**src/rtl/mrd_pkg.sv**
```systemverilog
package mrd_pkg;
   typedef enum logic [2:0] {
      RATIO_128 = 3'd0,
      RATIO_192 = 3'd1,
      RATIO_256 = 3'd2,
      RATIO_384 = 3'd3,
      RATIO_512 = 3'd4,
      RATIO_768 = 3'd5
   } mrd_ratio_e;

   localparam int NUM_RATIOS = 6;

   // Nominal master clocks per period for ratio index i: 128 * 2^(i/2), times 1.5 for odd i.
   function automatic int ratio_nominal(input int i);
      int base;
      base = 128 << (i / 2);
      return (i % 2 == 1) ? (base * 3) / 2 : base;
   endfunction
endpackage

```
**src/rtl/mrd_edge_sync.sv**
```systemverilog
module mrd_edge_sync #(
   parameter int STAGES = 2
) (
   input  logic clk,
   input  logic rst_n,
   input  logic din,
   output logic rise
);
   localparam int W = STAGES + 1;
   logic [W-1:0] shreg;

   generate
      if (STAGES < 2) begin : g_bad_stages
         $error("mrd_edge_sync: STAGES must be at least 2");
      end
   endgenerate

   always_ff @(posedge clk or negedge rst_n) begin
      if (!rst_n) shreg <= '0;
      else        shreg <= {shreg[W-2:0], din};
   end

   assign rise = shreg[W-2] & ~shreg[W-1];
endmodule

```
**src/rtl/mrd_period_counter.sv**
```systemverilog
module mrd_period_counter #(
   parameter int CNT_W = 10
) (
   input  logic             clk,
   input  logic             rst_n,
   input  logic             rise,
   output logic             sample_stb,
   output logic [CNT_W-1:0] sample_cnt
);
   localparam logic [CNT_W-1:0] CNT_MAX = {CNT_W{1'b1}};
   localparam logic [CNT_W-1:0] CNT_ONE = {{(CNT_W-1){1'b0}}, 1'b1};

   logic [CNT_W-1:0] cnt;
   logic             armed;

   always_ff @(posedge clk or negedge rst_n) begin
      if (!rst_n) begin
         cnt        <= '0;
         armed      <= 1'b0;
         sample_stb <= 1'b0;
         sample_cnt <= '0;
      end else if (rise) begin
         cnt        <= CNT_ONE;
         armed      <= 1'b1;
         sample_stb <= armed;
         sample_cnt <= cnt;
      end else begin
         sample_stb <= 1'b0;
         if (cnt != CNT_MAX) cnt <= cnt + CNT_ONE;
      end
   end
endmodule

```
**src/rtl/mrd_classifier.sv**
```systemverilog
module mrd_classifier
   import mrd_pkg::*;
#(
   parameter int CNT_W = 10,
   parameter int TOL   = 32
) (
   input  logic [CNT_W-1:0] count,
   output mrd_ratio_e       code,
   output logic             err
);
   localparam logic [CNT_W-1:0] CNT_MAX = {CNT_W{1'b1}};

   logic [NUM_RATIOS-1:0] hit;

   generate
      for (genvar i = 0; i < NUM_RATIOS; i++) begin : g_win
         localparam int NOM = ratio_nominal(i);
         always_comb begin
            hit[i] = (int'(count) + TOL >= NOM) && (int'(count) <= NOM + TOL);
         end
      end
   endgenerate

   always_comb begin
      code = RATIO_768;
      for (int i = NUM_RATIOS - 1; i >= 0; i--) begin
         if (hit[i]) code = mrd_ratio_e'(i);
      end
      err = (hit == '0) || (count == CNT_MAX);
      if (err) code = RATIO_768;
   end
endmodule

```
**src/rtl/mclk_ratio_detect.sv**
```systemverilog
module mclk_ratio_detect
   import mrd_pkg::*;
#(
   parameter int SYNC_STAGES = 2,
   parameter int CNT_W       = 10,
   parameter int TOL         = 32
) (
   input  logic       clk_mst,
   input  logic       rst_n,
   input  logic       lrc_async,
   output logic [2:0] ratio_code,
   output logic       ratio_valid,
   output logic       ratio_fallback,
   output logic       osr_half
);
   generate
      if ((1 << CNT_W) - 1 <= ratio_nominal(NUM_RATIOS - 1) + TOL) begin : g_bad_width
         $error("mclk_ratio_detect: CNT_W too small for the largest ratio window");
      end
      if (TOL < 1 || TOL >= 64) begin : g_bad_tol
         $error("mclk_ratio_detect: TOL out of range");
      end
   endgenerate

   logic             rise;
   logic             sample_stb;
   logic [CNT_W-1:0] sample_cnt;
   mrd_ratio_e       cls_code;
   logic             cls_err;

   mrd_edge_sync #(.STAGES(SYNC_STAGES)) u_sync (
      .clk  (clk_mst),
      .rst_n(rst_n),
      .din  (lrc_async),
      .rise (rise)
   );

   mrd_period_counter #(.CNT_W(CNT_W)) u_cnt (
      .clk       (clk_mst),
      .rst_n     (rst_n),
      .rise      (rise),
      .sample_stb(sample_stb),
      .sample_cnt(sample_cnt)
   );

   mrd_classifier #(.CNT_W(CNT_W), .TOL(TOL)) u_cls (
      .count(sample_cnt),
      .code (cls_code),
      .err  (cls_err)
   );

   mrd_ratio_e prev_code;
   logic       prev_err;
   logic       prev_ok;
   mrd_ratio_e cur_code;

   always_ff @(posedge clk_mst or negedge rst_n) begin
      if (!rst_n) begin
         prev_code      <= RATIO_768;
         prev_err       <= 1'b0;
         prev_ok        <= 1'b0;
         cur_code       <= RATIO_768;
         ratio_valid    <= 1'b0;
         ratio_fallback <= 1'b0;
      end else if (sample_stb) begin
         prev_code <= cls_code;
         prev_err  <= cls_err;
         prev_ok   <= 1'b1;
         if (prev_ok && (prev_code == cls_code) && (prev_err == cls_err)) begin
            cur_code       <= cls_code;
            ratio_fallback <= cls_err;
            ratio_valid    <= 1'b1;
         end
      end
   end

   assign ratio_code = cur_code;
   assign osr_half   = (cur_code == RATIO_128) || (cur_code == RATIO_192);
endmodule

```
**config.mk**
```make
export PLATFORM = sky130hd
export DESIGN_NAME = mclk_ratio_detect
export DESIGN_NICKNAME = d
export VERILOG_FILES = /design/src/rtl/mrd_pkg.sv /design/src/rtl/mrd_edge_sync.sv /design/src/rtl/mrd_period_counter.sv /design/src/rtl/mrd_classifier.sv /design/src/rtl/mclk_ratio_detect.sv
export SDC_FILE = /design/constraint.sdc
export NUM_CORES = 1
export LEC_CHECK = 0
export BUFFER_PORTS_ARGS = -buffer_cell sky130_fd_sc_hd__buf_2
export CORE_ASPECT_RATIO = 0.9
export CORE_UTILIZATION = 54
export DETAILED_ROUTE_END_ITERATION = 8
export HOLD_SLACK_MARGIN = 0.08
export PLACE_DENSITY = 0.74
export RECOVER_POWER = 100
export SYNTH_ARGS = -nofsm -noshare
export SYNTH_HDL_FRONTEND = slang
export SYNTH_SLANG_ARGS = --single-unit
```
**constraint.sdc**
```tcl
create_clock -name clk_mst -period 2.35 [get_ports clk_mst]
set_input_delay 0.3525 -clock clk_mst [delete_from_list [all_inputs] [get_ports clk_mst]]
set_output_delay 0.3525 -clock clk_mst [all_outputs]
set_load 0.05 [all_outputs]
```
---- Yosys cells after proc, flatten, opt, wreduce, memory -nomap -nowiden ----
Cells that the tools add are included.
operators by class
  add/sub/neg operators ................... 2
  magnitude comparators ................... 12
  equality and inequality tests ........... 5
  muxes and demuxes ....................... 9
  bitwise logic cells ..................... 2
  reduce and logical (&&, ||, !) cells .... 14
operators by type and width
  operator                                                                           number
  32-bit by 10-bit >= comparator with 1-bit output, second input constant            2
  32-bit by 11-bit >= comparator with 1-bit output, second input constant            2
  32-bit by 9-bit >= comparator with 1-bit output, second input constant             1
  10-bit less-or-equal comparator, second input constant                             2
  10-bit by 8-bit less-or-equal comparator with 1-bit output, second input constant  2
  10-bit by 9-bit less-or-equal comparator with 1-bit output, second input constant  2
  10-bit two-way mux                                                                 2
  3-bit two-way mux                                                                  5
  10-bit by 6-bit adder with 11-bit output, second input constant                    1
  11-bit by 8-bit >= comparator with 1-bit output, second input constant             1
  10-bit by 1-bit adder with 10-bit output, second input constant                    1
  10-bit equality test, second input constant                                        1
  10-bit inequality test, second input constant                                      1
  1-bit logical AND                                                                  8
  6-bit logical NOT                                                                  1
  3-bit by 1-bit equality test with 1-bit output, second input constant              1
  3-bit equality test                                                                1
  3-bit logical NOT                                                                  1
  1-bit logical OR                                                                   2
  1-bit two-way mux                                                                  2
  2-bit AND reduction                                                                1
  2-bit nonzero test                                                                 1
  1-bit AND                                                                          1
  1-bit equality test                                                                1
  1-bit NOT                                                                          1
storage, ports and cells
  register bits ........................... 35
  input bits .............................. 3
  output and inout port bits .............. 6
  word-level logic and storage cells ...... 55

---- Logic depth before layout (Yosys ltp) ----
  word-level depth ........................ 13
  mapped depth ............................ 10
  mapped depth without buffers ............ 9

---- By module ----
A second synthesis with hierarchy kept.
unflattened totals
  cell total of the unflattened synthesis .. 163
  area, all modules ....................... 1813.0 um^2
modules (own cells, without submodules)
  module              times used  cells each  area an instance (um^2)  sequential area each (um^2)
  mrd_period_counter  1           82          992.2                    550.5
  mclk_ratio_detect   1           31          431.7                    255.2
  mrd_classifier      1           46          300.3                    0.0
  mrd_edge_sync       1           4           88.8                     75.1

---- Worst setup path after synthesis ----
OpenSTA, ideal clock, no wires.
  kind .................................... register to register
  start ................................... reg u_cnt.sample_cnt[6]
  end ..................................... reg cur_code[1] (netlist: ratio_code[1])
  library setup time ...................... 0.125 ns
  arrival ................................. 2.424 ns
  data required time ...................... 2.225 ns
  path slack .............................. -0.199 ns
  stages on the path, launching flop included .. 11
  buffers on the path ..................... 1
  period minus slack after synthesis ...... 2.549 ns
  cells stage by stage .................... dfrtp_1 > buf_8 > inv_1 > ha_1 > or4b_4 > a2111oi_4 > o21ai_2 > nand3_2 > mux2i_1 > nand3_4 > mux2_4
on the way
  word-level cells in the longest chain between the ends .. 13
  elaborated cells between the ends (all ways) .. 33
  those cells by class .................... add/sub (1); order compare (12); eq/ne (3); mux (6); reduce/logical (11)
ends and longest elaborated chain
  what                                              RTL line                  source
  from (decl)                                       mrd_period_counter.sv:8   output logic [CNT_W-1:0] sample_cnt
  from (signal assigned)                            mrd_period_counter.sv:26  sample_cnt <= cnt;
  10-bit by 6-bit adder with 11-bit output          mrd_classifier.sv:19      hit[i] = (int'(count) + TOL >= NOM) && (int'(count) <= NOM + TOL);
  32-bit by 11-bit >= comparator with 1-bit output  mrd_classifier.sv:19
  1-bit logical AND                                 mrd_classifier.sv:19
  1-bit two-way mux                                 mrd_classifier.sv:27      if (hit[i]) code = mrd_ratio_e'(i);
  3-bit two-way mux (4 in a row)                    mrd_classifier.sv:27
  3-bit two-way mux                                 mrd_classifier.sv:30      if (err) code = RATIO_768;
  3-bit equality test                               mclk_ratio_detect.sv:69   if (prev_ok && (prev_code == cls_code) && (prev_err == cls_err)) begin
  1-bit logical AND (2 in a row)                    mclk_ratio_detect.sv:69
  2-bit AND reduction (no line)                     --
  to (signal assigned)                              mclk_ratio_detect.sv:70   cur_code <= cls_code;
  to (decl)                                         mclk_ratio_detect.sv:55   mrd_ratio_e cur_code;
Several ways; a longest one is shown, not always the timed one.
A chain may end at the register's enable or synchronous reset.

---- Final worst setup path ----
  start ................................... reg u_cnt.sample_cnt[6]
  end ..................................... reg ratio_fallback
on the way
  word-level cells in the longest chain between the ends .. 13
  elaborated cells between the ends (all ways) .. 33
  those cells by class .................... add/sub (1); order compare (12); eq/ne (3); mux (6); reduce/logical (11)
ends and longest elaborated chain
  what                                              RTL line                 source
  10-bit by 6-bit adder with 11-bit output          mrd_classifier.sv:19
  32-bit by 11-bit >= comparator with 1-bit output  mrd_classifier.sv:19
  1-bit logical AND                                 mrd_classifier.sv:19
  1-bit two-way mux                                 mrd_classifier.sv:27
  3-bit two-way mux (4 in a row)                    mrd_classifier.sv:27
  3-bit two-way mux                                 mrd_classifier.sv:30
  3-bit equality test                               mclk_ratio_detect.sv:69
  1-bit logical AND (2 in a row)                    mclk_ratio_detect.sv:69
  2-bit AND reduction (no line)                     --
  to (signal assigned)                              mclk_ratio_detect.sv:71  ratio_fallback <= cls_err;
  to (decl)                                         mclk_ratio_detect.sv:13  output logic ratio_fallback,
Several ways; a longest one is shown, not always the timed one.

==> run metrics <==
fin. max-slew vios 36; CP Max Fanout 5; Synth Area in Simple Gates 21.2%; DRT Wirelength 3550 µm; Total Power 1.47 mW; worst slew pin tran 1.82 ns; H-Tree Depth 2; Mapped Avg Cell Area 12.0 µm²; largest family of logic cells by synthesized area simple AND/OR/NAND/NOR gates; Wirelength per Cell 15.8 µm; via count 1310; Nets 186; Distinct cells, synth 56; status finished with violations; critical path arrival 2.62 ns; cells after synthesis 158; top cell type's share of synthesized area 40.9%; worst hold slack 0.167 ns; Synth area leaders dfrtp_1 (41%), mux2_2 (6.5%), dfstp_2 (5.5%); Die H 58.2 µm; IO Count 9; IO Port Bufs 8; Pwr Density 664 nW/µm²; slowest stage cell on the critical path or4b_4; largest net degree at the start of global routing 36; Final min period 2.45 ns; Post-Synth Adder-Cell Area 1.98%; CTS hold repair buffers 0; drt first-iter violations 42; final RePlAce weighted congestion 0.813; EDFF count, synth 0; fill count 266; clock slew at reported path FFs 0.08 ns; post-synthesis mux area share 10.2%; Cell Count, Final, Fillers Out 225; CTS Buf Count 5; post-synthesis compound-gate area fraction 12.9%; XOR/XNOR Fraction of Synth Area 2.77%; CTS Buffer Depth 2; initial antenna violation count 0; maximum vdd drop 525 µV; Clock Sinks 35; vias in the first global route 1281; core area 3380 µm²; Worst Skew 0.00560 ns; net count after synthesis 164; post-DP HPWL 2550 µm; layout cells sized above 1 38.7%; CTS tree yes; number of buffer and inverter stages on the critical path 1; All-Layer GR Usage 21.7%; Slew HR -21.4%; DIE WIDTH 64.5 µm; Crit. End Element flip-flop; RSZ-0062 raised after global routing true; grt total ovfl 0; Synth Flop Type dfrtp_1; failing checks capacitance limit, slew limit, setup timing; FMAX 408 MHz; row count 20; drt pass-1 iters 4; Placed Cells 216; Worst EP required 2.52 ns; Final ANT Viol Nets 0; critical setup path kind reg2reg; die footprint 3760 µm²; Initial Util 56.2%; CP peak stage delay 0.46 ns; crit-path cells inv_4 > ha_4 > or4b_4 > a2111oi_4 > o21ai_2 > a311o_1 > o311ai_4 > nand3_4 > mux2_4; FF+latch count, synth 35; clk root buf clkbuf_8; Syn Std Cell Area 1900 µm²; Final Cycle Share 104%; Setup violations, final 4; Worst setup SP type flip-flop; first-pass GRT wire length 6070 µm; max-cap violations 1; cell family with most CP delay compound AO/OA/AOI/OAI gates; area leader, netlist dfrtp_1; synth warn 0; Layout area overhead 16.9%; antenna cell count 0; worst setup margin -0.100 ns; leakage power 0.911 nW; ys async rst share 100%; residual DRC count 0; Final Hold Fails 0; vias per inst 5.82; Core Util, Final 65.7%; Hold/Removal Path Class in2reg; Worst-Skew Late Latency 0.29 ns; Seq/Total Area, Yosys 46.4%
==> layout make-up <==
cell class,count,area [µm²],share of cell area (%)
multi-input combinational,110,993,44.8
sequential,35,882,39.7
timing repair buffer,23,153,6.88
clock buffer,5,68.8,3.10
tap,44,55.1,2.48
clock inverter,3,46.3,2.09
inverter,5,21.3,0.958
==> power breakdown <==
| part | leakage (nW) | switching [mW] | internal, mW | total (mW) |
|---|---|---|---|---|
| clock network | 0.0548 | 0.229 | 0.319 | 0.548 |
| registers | 0.426 | 0.0710 | 0.669 | 0.740 |
| logic | 0.430 | 0.0882 | 0.0979 | 0.186 |
==> registers in the layout, indices dropped and copies added (netlist names) <==
name and flops:
prev_code 3, ratio_fallback 1, u_sync.shreg 3, ratio_code 3, prev_ok 1, ratio_valid 1
u_cnt.sample_stb 1, u_cnt.armed 1, u_cnt.sample_cnt 10, prev_err 1, u_cnt.cnt 10
==> cells in the mapped netlist (all sizes together) (2+ instances only) <==
| library cell | count |
|---|---|
| a21boi | 2 |
| nor2 | 13 |
| nand4b | 2 |
| o21ai | 7 |
| ha | 3 |
| nand2b | 3 |
| buf | 3 |
| and2 | 3 |
| nand4 | 7 |
| a31oi | 2 |
| nand3 | 7 |
| o311ai | 3 |
| nor3b | 2 |
| mux2i | 4 |
| a2111oi | 2 |
| xnor2 | 3 |
| clkbuf | 5 |
| inv | 5 |
| xor2 | 3 |
| dfstp | 4 |
| dfrtp | 31 |
| and4 | 2 |
| mux2 | 13 |
| nand3b | 2 |
| o31ai | 2 |
| nor2b | 2 |
| and3 | 4 |
| or2 | 2 |
| nand2 | 4 |
==> routing by layer <==
metal / track usage, % / wire, µm / vias up
met3: 5.71 / 107 / 7
met2: 33.4 / 1750 / 22
li1: - / - / 621
met5: 0 / 0 / -
met4: 7.94 / 45 / 0
met1: 29.7 / 1640 / 660
==> logic make-up (layout without fill, tap and decap cells) <==
family,after synthesis,after routing
buffers and inverters,13,36
muxes,17,17
adders and majority gates,3,3
xor gates and xnor gates,6,6
AOI/OAI and AO/OA,25,25
and+or+nand+nor,59,59
DFF,35,35
==> repair_timing <==
action	CTS	global route
pin swaps	2	0
resized for setup	3	0
buffers inserted	1	0
setup endpoints to repair	5	5
gates cloned	0	0
==> metrics by stage <==
stage                     cell area, µm²  setup TNS (ns)  worst slack, ns
after global placement              2100          -0.193          -0.0866
after detailed placement            2100          -0.567           -0.160
after floorplan                     1950          -0.209           -0.105
after global routing                2220          -0.860           -0.217
final                               2220          -0.305           -0.100
after CTS                           2230          -0.277          -0.0946
==> final timing paths <==
kind	start	endpoint	slack, ns	cells past startpoint
max	u_cnt.sample_cnt[6]$_DFFE_PN0P_	ratio_fallback$_DFFE_PN0P_	-0.10	9
min	lrc_async	u_sync.shreg[0]$_DFF_PN0_	0.17	1
max reg2reg	u_cnt.sample_cnt[6]$_DFFE_PN0P_	ratio_fallback$_DFFE_PN0P_	-0.10	9
min reg2reg	u_sync.shreg[0]$_DFF_PN0_	u_sync.shreg[1]$_DFF_PN0_	0.37	0
max in group asynchronous	rst_n	u_cnt.sample_cnt[5]$_DFFE_PN0P_	0.62	1
min in group asynchronous	rst_n	prev_ok$_DFFE_PN0P_	0.55	1
==> cell usage in the layout (no fill, tap or decap), types with 2 or more instances in the layout <==
master | synthesis | routed
dfrtp_1 | 31 | 30
nor2_1 | 13 | 13
buf_4 | 0 | 13
mux2_2 | 11 | 11
clkbuf_1 | 4 | 8
nand4_1 | 6 | 6
o21ai_0 | 6 | 6
clkbuf_8 | 1 | 5
inv_1 | 5 | 4
nand3_1 | 4 | 4
nand2_1 | 4 | 4
dfstp_2 | 4 | 4
nand3_4 | 2 | 3
nand2b_1 | 3 | 3
mux2i_1 | 4 | 3
and3_1 | 3 | 3
xor2_1 | 3 | 3
nor2b_1 | 2 | 2
o311ai_4 | 1 | 2
a31oi_1 | 2 | 2
xnor2_1 | 3 | 2
nand4b_1 | 2 | 2
mux2_4 | 2 | 2
or2_2 | 2 | 2
and4_1 | 2 | 2
nand3b_1 | 2 | 2
Note: power is estimated with default switching activity, not from simulation.
